File: config.mk
export PLATFORM = sky130hd
export DESIGN_NAME = synth_prog
export DESIGN_NICKNAME = d
export VERILOG_FILES = /design/src/rtl/synth_prog_pkg.sv /design/src/rtl/synth_phase_tmr.sv /design/src/rtl/synth_req_arb.sv /design/src/rtl/synth_seq.sv /design/src/rtl/synth_prog.sv
export SDC_FILE = /design/constraint.sdc
export NUM_CORES = 1
export LEC_CHECK = 0
export BUFFER_PORTS_ARGS = -buffer_cell sky130_fd_sc_hd__buf_2
export CAP_MARGIN = 20
export CORE_UTILIZATION = 52
export CTS_CLUSTER_SIZE = 16
export DETAILED_ROUTE_END_ITERATION = 12
export GPL_ROUTABILITY_DRIVEN = 0
export PLACE_DENSITY = 0.95
export SLEW_MARGIN = 25
export SYNTH_ARGS = -nofsm -noshare
export SYNTH_HDL_FRONTEND = slang
export SYNTH_SLANG_ARGS = --single-unit
File: constraint.sdc
create_clock -name clk_i -period 4.7 [get_ports clk_i]
set_input_delay 0.94 -clock clk_i [delete_from_list [all_inputs] [get_ports clk_i]]
set_output_delay 0.94 -clock clk_i [all_outputs]
set_load 0.02 [all_outputs]
File: src/rtl/synth_prog_pkg.sv
package synth_prog_pkg;
  localparam int N_W   = 7;
  localparam int M_W   = 7;
  localparam int V_W   = 1;
  localparam int X_W   = 2;
  localparam int R_W   = 2;
  localparam int TRL_W = 5;
  localparam int CFG_W  = N_W + M_W + V_W + X_W + R_W;
  localparam int WORD_W = CFG_W + TRL_W;
  localparam int BIT_W  = $clog2(WORD_W);
  localparam logic [TRL_W-1:0] TRL_VAL = 5'h17;

  // packed: first member is MSB, so n lands in the low bits
  typedef struct packed {
    logic [R_W-1:0] r;
    logic [X_W-1:0] x;
    logic [V_W-1:0] v;
    logic [M_W-1:0] m;
    logic [N_W-1:0] n;
  } cfg_t;

  localparam cfg_t DEF_CFG = '{r: 2'd2, x: 2'd1, v: 1'b1, m: 7'd100, n: 7'd120};

  typedef enum logic [2:0] {
    ST_IDLE, ST_PRE, ST_SELLO, ST_BSET, ST_BHI, ST_BLO, ST_FIN
  } st_e;
endpackage

File: src/rtl/synth_phase_tmr.sv
module synth_phase_tmr #(
  parameter int HALF_CYC = 4
) (
  input  logic clk_i,
  input  logic rst_ni,
  input  logic run_i,
  output logic tick_o
);
  generate
    if (HALF_CYC <= 1) begin : g_direct
      assign tick_o = run_i;
    end else begin : g_count
      localparam int CNT_W = $clog2(HALF_CYC);
      localparam logic [CNT_W-1:0] LAST = CNT_W'(HALF_CYC - 1);
      logic [CNT_W-1:0] cnt_q;
      assign tick_o = run_i && (cnt_q == LAST);
      always_ff @(posedge clk_i or negedge rst_ni) begin
        if (!rst_ni)          cnt_q <= '0;
        else if (!run_i)      cnt_q <= '0;
        else if (tick_o)      cnt_q <= '0;
        else                  cnt_q <= cnt_q + 1'b1;
      end
    end
  endgenerate
endmodule

File: src/rtl/synth_req_arb.sv
module synth_req_arb
  import synth_prog_pkg::*;
#(
  parameter int FREQ_W = 32
) (
  input  logic              idle_i,
  input  logic              init_i,
  input  logic              ld_def_i,
  input  logic              start_i,
  input  logic [FREQ_W-1:0] freq_i,
  input  cfg_t              usr_cfg_i,
  output logic              go_o,
  output logic [WORD_W-1:0] word_o
);
  logic use_def;
  cfg_t sel_cfg;

  assign use_def = init_i || ld_def_i;
  assign go_o    = idle_i && (use_def || (start_i && (|freq_i)));
  assign sel_cfg = use_def ? DEF_CFG : usr_cfg_i;
  assign word_o  = {TRL_VAL, sel_cfg};
endmodule

File: src/rtl/synth_seq.sv
module synth_seq
  import synth_prog_pkg::*;
(
  input  logic              clk_i,
  input  logic              rst_ni,
  input  logic              go_i,
  input  logic [WORD_W-1:0] word_i,
  input  logic              tick_i,
  output logic              idle_o,
  output logic              run_o,
  output logic              busy_o,
  output logic              done_o,
  output logic              sel_o,
  output logic              sdata_o,
  output logic              sclk_o,
  output logic              drive_o
);
  localparam logic [BIT_W-1:0] LAST_BIT = BIT_W'(WORD_W - 1);

  st_e st_q, st_d;
  logic [WORD_W-1:0] word_q;
  logic [BIT_W-1:0]  idx_q;
  logic              in_bit;

  always_comb begin
    st_d = st_q;
    unique case (st_q)
      ST_IDLE:  if (go_i)   st_d = ST_PRE;
      ST_PRE:   if (tick_i) st_d = ST_SELLO;
      ST_SELLO: if (tick_i) st_d = ST_BSET;
      ST_BSET:  if (tick_i) st_d = ST_BHI;
      ST_BHI:   if (tick_i) st_d = ST_BLO;
      ST_BLO:   if (tick_i) st_d = (idx_q == LAST_BIT) ? ST_FIN : ST_BSET;
      ST_FIN:               st_d = ST_IDLE;
      default:              st_d = ST_IDLE;
    endcase
  end

  always_ff @(posedge clk_i or negedge rst_ni) begin
    if (!rst_ni) begin
      st_q   <= ST_IDLE;
      word_q <= '0;
      idx_q  <= '0;
    end else begin
      st_q <= st_d;
      if (st_q == ST_IDLE && go_i) begin
        word_q <= word_i;
        idx_q  <= '0;
      end else if (st_q == ST_BLO && tick_i && idx_q != LAST_BIT) begin
        idx_q <= idx_q + 1'b1;
      end
    end
  end

  assign in_bit  = (st_q == ST_BSET) || (st_q == ST_BHI) || (st_q == ST_BLO);
  assign idle_o  = (st_q == ST_IDLE);
  assign run_o   = !idle_o && (st_q != ST_FIN);
  assign busy_o  = !idle_o;
  assign done_o  = (st_q == ST_FIN);
  assign drive_o = run_o;
  assign sel_o   = (st_q == ST_PRE);
  assign sclk_o  = (st_q == ST_BHI);
  assign sdata_o = in_bit && word_q[idx_q];
endmodule

File: src/rtl/synth_prog.sv
module synth_prog
  import synth_prog_pkg::*;
#(
  parameter int HALF_CYC = 4,
  parameter int FREQ_W   = 32
) (
  input  logic              clk_i,
  input  logic              rst_ni,
  input  logic              start_i,
  input  logic              load_default_i,
  input  logic [FREQ_W-1:0] freq_i,
  input  logic [6:0]        n_i,
  input  logic [6:0]        m_i,
  input  logic              v_i,
  input  logic [1:0]        x_i,
  input  logic [1:0]        r_i,
  output logic              busy_o,
  output logic              done_o,
  output logic              sel_o,
  output logic              sel_oe_o,
  output logic              sdata_o,
  output logic              sdata_oe_o,
  output logic              sclk_o,
  output logic              sclk_oe_o
);
  cfg_t              usr_cfg;
  logic              init_q;
  logic              go, idle, run, tick, drive;
  logic [WORD_W-1:0] word;

  assign usr_cfg = '{r: r_i, x: x_i, v: v_i, m: m_i, n: n_i};

  // default load pending from reset until first accepted transfer
  always_ff @(posedge clk_i or negedge rst_ni) begin
    if (!rst_ni)  init_q <= 1'b1;
    else if (go)  init_q <= 1'b0;
  end

  synth_req_arb #(.FREQ_W(FREQ_W)) u_arb (
    .idle_i    (idle),
    .init_i    (init_q),
    .ld_def_i  (load_default_i),
    .start_i   (start_i),
    .freq_i    (freq_i),
    .usr_cfg_i (usr_cfg),
    .go_o      (go),
    .word_o    (word)
  );

  synth_phase_tmr #(.HALF_CYC(HALF_CYC)) u_tmr (
    .clk_i  (clk_i),
    .rst_ni (rst_ni),
    .run_i  (run),
    .tick_o (tick)
  );

  synth_seq u_seq (
    .clk_i   (clk_i),
    .rst_ni  (rst_ni),
    .go_i    (go),
    .word_i  (word),
    .tick_i  (tick),
    .idle_o  (idle),
    .run_o   (run),
    .busy_o  (busy_o),
    .done_o  (done_o),
    .sel_o   (sel_o),
    .sdata_o (sdata_o),
    .sclk_o  (sclk_o),
    .drive_o (drive)
  );

  assign sel_oe_o   = drive;
  assign sdata_oe_o = drive;
  assign sclk_oe_o  = drive;
endmodule

==> results of run 1 <==
[state kept, by name, indices dropped and copies added (netlist names)]
| name | cells |
|---|---|
| init_q | 1 |
| u_seq.idx_q | 5 |
| u_seq.st_q | 3 |
| u_seq.word_q | 20 |
| u_tmr.g_count.cnt_q | 2 |
[worst max-delay path: stages (launching register included)]
cell	delay [ps]
dfrtp_1	710
mux4_2	560
o211ai_1	170
o21a_1	140
o31ai_1	60
buf_2	160
[metal layers]
metal / up-vias / track usage
li1: 657 / -
met1: 640 / 0.306
met2: 34 / 0.390
met3: 7 / 0.0612
met4: 0 / 0.122
met5: - / 0
[stage by stage]
step | hold WS [ps] | util | setup WS (ps) | std cells
5_1_grt | 476 | 0.682 | 1480 | 232
6_report | 448 | 0.682 | 1610 | 232
2_1_floorplan | 418 | - | 2140 | 142
4_1_cts | 449 | 0.682 | 1600 | 232
3_5_place_dp | 435 | 0.664 | 1990 | 224
3_3_place_gp | 431 | 0.664 | 2020 | 224
[power breakdown]
part / leakage [nW] / total [mW] / switching [mW] / internal, mW
registers: 0.365 / 0.457 / 0.0967 / 0.360
clock network: 0.0293 / 0.147 / 0.0893 / 0.0582
logic: 0.476 / 0.370 / 0.177 / 0.193
total: 0.871 / 0.974 / 0.363 / 0.611
[cell type report]
| class | count | area, um2 | area share |
|---|---|---|---|
| clock buffer | 7 | 45.0 | 0.0234 |
| clock inverter | 1 | 5.00 | 0.00260 |
| inverter | 1 | 3.75 | 0.00195 |
| multi-input combinational | 99 | 748 | 0.388 |
| sequential | 31 | 777 | 0.403 |
| tap | 31 | 38.8 | 0.0201 |
| timing repair buffer | 62 | 310 | 0.161 |
[path summary, 6_finish.rpt]
| check | slack, ps | end | from | cells past startpoint |
|---|---|---|---|---|
| min in group asynchronous | 630 | u_seq.idx_q[0]$_DFFE_PN0P_ | rst_ni | 1 |
| worst min-delay path | 450 | u_tmr.g_count.cnt_q[0]$_DFF_PN0_ | u_tmr.g_count.cnt_q[0]$_DFF_PN0_ | 1 |
| worst min register to register | 450 | u_tmr.g_count.cnt_q[0]$_DFF_PN0_ | u_tmr.g_count.cnt_q[0]$_DFF_PN0_ | 1 |
| worst max register to register | 2720 | u_seq.idx_q[3]$_DFFE_PN0P_ | u_seq.idx_q[0]$_DFFE_PN0P_ | 6 |
| worst max-delay path | 1610 | sdata_o | u_seq.idx_q[0]$_DFFE_PN0P_ | 5 |
| max in group asynchronous | 3640 | u_seq.word_q[18]$_DFFE_PN0N_ | rst_ni | 1 |
[logic make-up (layout without fill, tap and decap cells)]
group | Yosys count | count (layout)
buffers and inverters | 12 | 71
XOR/XNOR | 4 | 4
adder cells (fa/ha/maj) | 2 | 2
multiplexers | 9 | 9
flip-flops | 31 | 31
AND/OR/NAND/NOR | 47 | 47
AO/OA/AOI/OAI | 37 | 37
[placed cells by master (no fill, tap or decap), types with 3 or more instances in the layout]
cell type,n
a22o_1,9
dfrtp_1,30
nor2b_1,3
nor4_1,9
mux2i_1,7
nand2b_1,6
clkbuf_4,5
buf_2,62
nand3b_1,3
nand4_1,5
xor2_1,3
a21oi_1,3
o22a_1,10
nand2_1,3
nor2_1,9
==> metrics.md, run 1 <==
| Metric | Value |
|---|---|
| Area leader, netlist | `dfrtp_1` |
| Synth top cells by count | `dfrtp_1, o22a_1, a22o_1, nor2_1, nor4_1` |
| Count leader, synth | `dfrtp_1` |
| Clock Path Buffers | `2` |
| Post-Place Cell Area | `1880 um2` |
| Max-cap check violation count | `0` |
| Filler cells | `about 240` |
| Violated checks | `DRC` |
| Die width | `~57 um` |
| Required @ worst endpoint | `between 3000 and 4000 ps` |
| Unrepaired setup endpoints after global routing | `no` |
| Pin count of the biggest net entering global routing | `32` |
| Metal2 WL | `1.66 mm` |
| Row count | `19` |
| FFs w/ async S/R, synth | `1.00` |
| Clk slew on worst S/H paths | `~90 ps` |
| Crit end category | `output pin` |
| Routed metal-1 wire length | `~1.5 mm` |
| CTS tree | `built` |
| Overall Power | `~970 uW` |
| Drt via density | `roughly 5.8` |
| Type of the tightest min-delay check | `register to register` |
| Post-synthesis cell type count | `41` |
| DR pass1 iterations | `8` |
| Clock root cell | `clkbuf_4` |
| Max FO, Critical Path | `14` |
| Layout Skew | `~9 ps` |
| Least-Margin Pin Slew | `670 ps` |
| # hold bufs at CTS | `0` |
| Synth Area in XOR/XNOR | `0.0219` |
| Initial Util | `0.566` |
| Cells after Synth | `roughly 140` |
| ANT cells | `0` |
| Relative slew margins | `0.553` |
| Post-Synth Simple-Gate Area | `0.184` |
| Core ar. | `approximately 2800 um2` |
| Synth top area share | `0.469` |
| Cell Area, Synth | `about 1600 um2` |
| Setup_tns | `0 ps` |
| Post-synth EDFFs | `0` |
| Routed Antenna Nets | `0` |
| Initial antenna violation count | `0` |
| Number of global-route vias before repair | `1331` |
| PortBufs | `62` |
| Fin. Hold Viols | `0` |
| First-pass GRT wire length | `5.94 mm` |
| Share of cells above drive strength 1 | `0.383` |
| Total global-route track usage | `0.243` |
| Pleak | `between 0.8 and 0.9 nW` |
| Routed len/inst | `14.4 um` |
| Synth Area in Compound Gates | `0.181` |
| Achievable Freq | `0.324 GHz` |
| Post-synthesis adder-cell area fraction | `0.0156` |
| # clock sinks | `31` |
| Number of synthesized register bits | `31` |
| Die Y | `between 50 and 60 um` |
| Top Layer Used | `met4` |
| WS Path Type | `register to output pin` |
| Max Slew Vio Count | `0` |
| Nets | `approximately 260` |
| # resized after CTS | `0` |
| Post-DP HPWL | `between 2 and 3 mm` |
| Pwr dens | `a little over 500 nW/um2` |
| Initial drt markers | `43` |
| Maximum VDD drop | `278 uV` |
| Sequential share of the synthesized area | `0.486` |
| Tcrit/Tclk final | `0.657` |
| Area Overhead vs Synth | `20.5%` |
| Post-Route WL | `roughly 3.3 mm` |
| Status | `finished with violations` |
| Clock Latency Late Sink | `roughly 340 ps` |
| Ys flop type | `dfrtp_1` |
| DRC viols | `3` |
| Number of I/O pins | `63` |
| Syn Nets | `approximately 200` |
| H-Tree Depth | `2` |
| Post-route minimum period | `around 3100 ps` |
| Mux cell area share after synthesis | `0.0649` |
| Routed met3 length | `approximately 140 um` |
| # setup viols final | `0` |
| TritonCTS buffer count | `5` |
| Die footprint | `3300 um2` |
| Critical path startpoint category | `register` |
| Total gr overflow | `0` |
| Via count | `1338` |
| Synth warnings | `0` |
| Crit path arrival time | `~2200 ps` |
| Main combinational cell family by area after synthesis | `simple AND/OR/NAND/NOR gates` |
| Synth top area cells | `dfrtp_1, o22a_1, a22o_1` |
| Mapped Avg Cell Area | `between 10 and 15 um2` |
| Setup repair bufs after CTS | `0` |
| Post-route cell area | `1930 um2` |
Note: power is estimated with default switching activity, not from simulation.
==> run 2, diff against run 1 <==
--- a/config.mk
+++ b/config.mk
@@ -7,11 +7,11 @@
 export LEC_CHECK = 0
 export BUFFER_PORTS_ARGS = -buffer_cell sky130_fd_sc_hd__buf_2
 export CAP_MARGIN = 20
-export CORE_UTILIZATION = 52
+export CORE_UTILIZATION = 43
 export CTS_CLUSTER_SIZE = 16
 export DETAILED_ROUTE_END_ITERATION = 12
 export GPL_ROUTABILITY_DRIVEN = 0
-export PLACE_DENSITY = 0.95
+export PLACE_DENSITY = 0.85
 export SLEW_MARGIN = 25
 export SYNTH_ARGS = -nofsm -noshare
 export SYNTH_HDL_FRONTEND = slang
==> constraint.sdc (replaced) <==
create_clock -name clk_i -period 2.8 [get_ports clk_i]
set_input_delay 0.56 -clock clk_i [delete_from_list [all_inputs] [get_ports clk_i]]
set_output_delay 0.56 -clock clk_i [all_outputs]
set_load 0.02 [all_outputs]
==> run 2 against run 1 <==
Effect of this change: the flow now finishes without violations; first-iteration DRC count shrank 21%; count of clock-buffer cells in the layout is the same; die area grew 20%; critical path depth grew 1; via count shrank 2.5%; critical path type unchanged; largest power group unchanged; highest routed layer unchanged.
==> metrics.md, run 2 (synthesis gave the netlist of run 1 again) <==
| Metric | Value |
|---|---|
| DR pass1 iterations | `4` |
| Number of global-route vias before repair | `about 1300` |
| Clock Path Buffers | `2` |
| First-pass GRT wire length | `~6.0 mm` |
| Status | `finished clean` |
| WS Path Type | `register to output pin` |
| Routed len/inst | `about 14 um` |
| # resized after CTS | `0` |
| Share of cells above drive strength 1 | `0.386` |
| Non-filler cells, final | `roughly 250` |
| Total global-route track usage | `0.200` |
| Post-Route WL | `roughly 3.5 mm` |
| Die Y | `between 60 and 70 um` |
| Number of I/O pins | `between 60 and 70` |
| Unrepaired setup endpoints after global routing | `no` |
| TritonCTS buffer count | `5` |
| Post-DP HPWL | `2.58 mm` |
| Clock root cell | `clkbuf_8` |
| Max Slew Vio Count | `0` |
| FF-to-FF End | `u_seq.idx_q[3]$_DFFE_PN0P_` |
| Max-cap check violation count | `0` |
| Max FO, Critical Path | `8` |
| Crit Reg-Reg Startpoint | `u_seq.idx_q[0]$_DFFE_PN0P_` |
| Core ar. | `between 3000 and 4000 um2` |
| Internal reg-to-reg setup slack | `a little over 800 ps` |
| Post-Place Cells | `240` |
| Maximum VDD drop | `about 500 uV` |
| DRC viols | `0` |
| Initial drt markers | `34` |
| Required @ worst endpoint | `2240 ps` |
| Most frequent cells in the layout | `buf_2, dfrtp_1, o22a_1` |
| Crit end category | `output pin` |
| # setup viols final | `0` |
| Type of the tightest min-delay check | `primary input to asynchronous set/reset pin` |
| Setup_tns | `0 ps` |
| Drt via density | `5.26` |
| Nets | `between 200 and 300` |
| ANT cells | `0` |
| Tcrit/Tclk final | `0.891` |
| PortBufs | `62` |
| Post-route minimum period | `approximately 2500 ps` |
| # clock sinks | `31` |
| Commonest non-fill, non-tap cell in the layout | `buf_2` |
| Critical path startpoint category | `register` |
| H-Tree Depth | `2` |
| Setup repair bufs after CTS | `0` |
| CTS tree | `built` |
| Via count | `1304` |
| Most flops, register | `u_seq.word_q` |
| Largest register FFs | `20` |
| Least-Margin Pin Slew | `~700 ps` |
| Total gr overflow | `0` |
| Crit path arrival time | `1930 ps` |
| Area Overhead vs Synth | `24.1%` |
| Reg2reg path depth | `7` |
| Hold slack | `between 300 and 400 ps` |
| Pleak | `0.889 nW` |
| Layout Skew | `3.33 ps` |
| Fin. Hold Viols | `0` |
| Die footprint | `~4000 um2` |
| Pwr dens | `slightly below 900 nW/um2` |
| Die width | `~63 um` |
| Filler cells | `roughly 300` |
| Row count | `21` |
| Clock Latency Late Sink | `around 280 ps` |
| Routed Antenna Nets | `0` |
| Initial antenna violation count | `0` |
| Clk slew on worst S/H paths | `roughly 60 ps` |
| Relative slew margins | `0.538` |
| Initial Util | `0.465` |
| Achievable Freq | `~0.40 GHz` |
| Pin count of the biggest net entering global routing | `32` |
| Top flop regs | `u_seq.word_q: 20 flops, u_seq.idx_q: 5 flops, u_seq.st_q: 3 flops` |
| # hold bufs at CTS | `0` |
-- run 2: cell types whose count changed in the layout (fill, tap and decap cells not counted) --
cell / previous run / this run
buf_4: 0 / 1
clkbuf_4: 5 / 0
clkbuf_8: 0 / 5
-- run 2: worst max-delay path by stage --
| stage | start | to | slack (ps) | cells past startpoint |
|---|---|---|---|---|
| after floorplan | u_seq.idx_q[0]$_DFFE_PN0P_ | sdata_o | 620 | 6 |
| after global placement | u_seq.idx_q[0]$_DFFE_PN0P_ | sdata_o | 630 | 6 |
| after detailed placement | u_seq.idx_q[0]$_DFFE_PN0P_ | sdata_o | 600 | 6 |
| after CTS | u_seq.idx_q[0]$_DFFE_PN0P_ | sdata_o | 290 | 6 |
| after global routing | u_seq.idx_q[0]$_DFFE_PN0P_ | sdata_o | 160 | 6 |
| final | u_seq.idx_q[0]$_DFFE_PN0P_ | sdata_o | 310 | 6 |
-- run 2: layer usage --
layer  vias to the layer above  wire length (um)  global-route usage
met5                         -                 0                   0
met4                         0                68              0.0727
met3                         7               143              0.0693
met2                        37              1650               0.305
met1                       603              1640               0.261
li1                        657                 -                   -
-- run 2: worst max-delay path, stage by stage (launching register included) --
cell	delay, ps
dfrtp_1	530
buf_4	220
mux2_2	330
o31ai_1	190
o21a_1	150
o31ai_1	60
buf_2	160
-- run 2: through the flow --
step | util | power [mW] | worst slack (ps) | cell area, um2
floorplan | - | 1.26 | 624 | 1600
global placement | 0.553 | 1.38 | 631 | 1900
detailed placement | 0.553 | 1.41 | 603 | 1900
CTS | 0.577 | 1.75 | 289 | 1990
global route | 0.577 | 1.86 | 163 | 1990
finish | 0.577 | 1.74 | 306 | 1990
-- run 2: area by class of cell --
type	instances	area, um2	share of cell area
sequential	31	777	0.391
multi-input combinational	99	748	0.377
timing repair buffer	63	318	0.160
clock buffer	7	76.3	0.0384
tap	46	57.6	0.0290
clock inverter	1	5.00	0.00252
inverter	1	3.75	0.00189
-- run 2: where the power goes --
group / internal (mW) / leakage, nW / switching (mW)
logic: 0.330 / 0.481 / 0.316
clock network: 0.174 / 0.0422 / 0.157
registers: 0.606 / 0.365 / 0.153
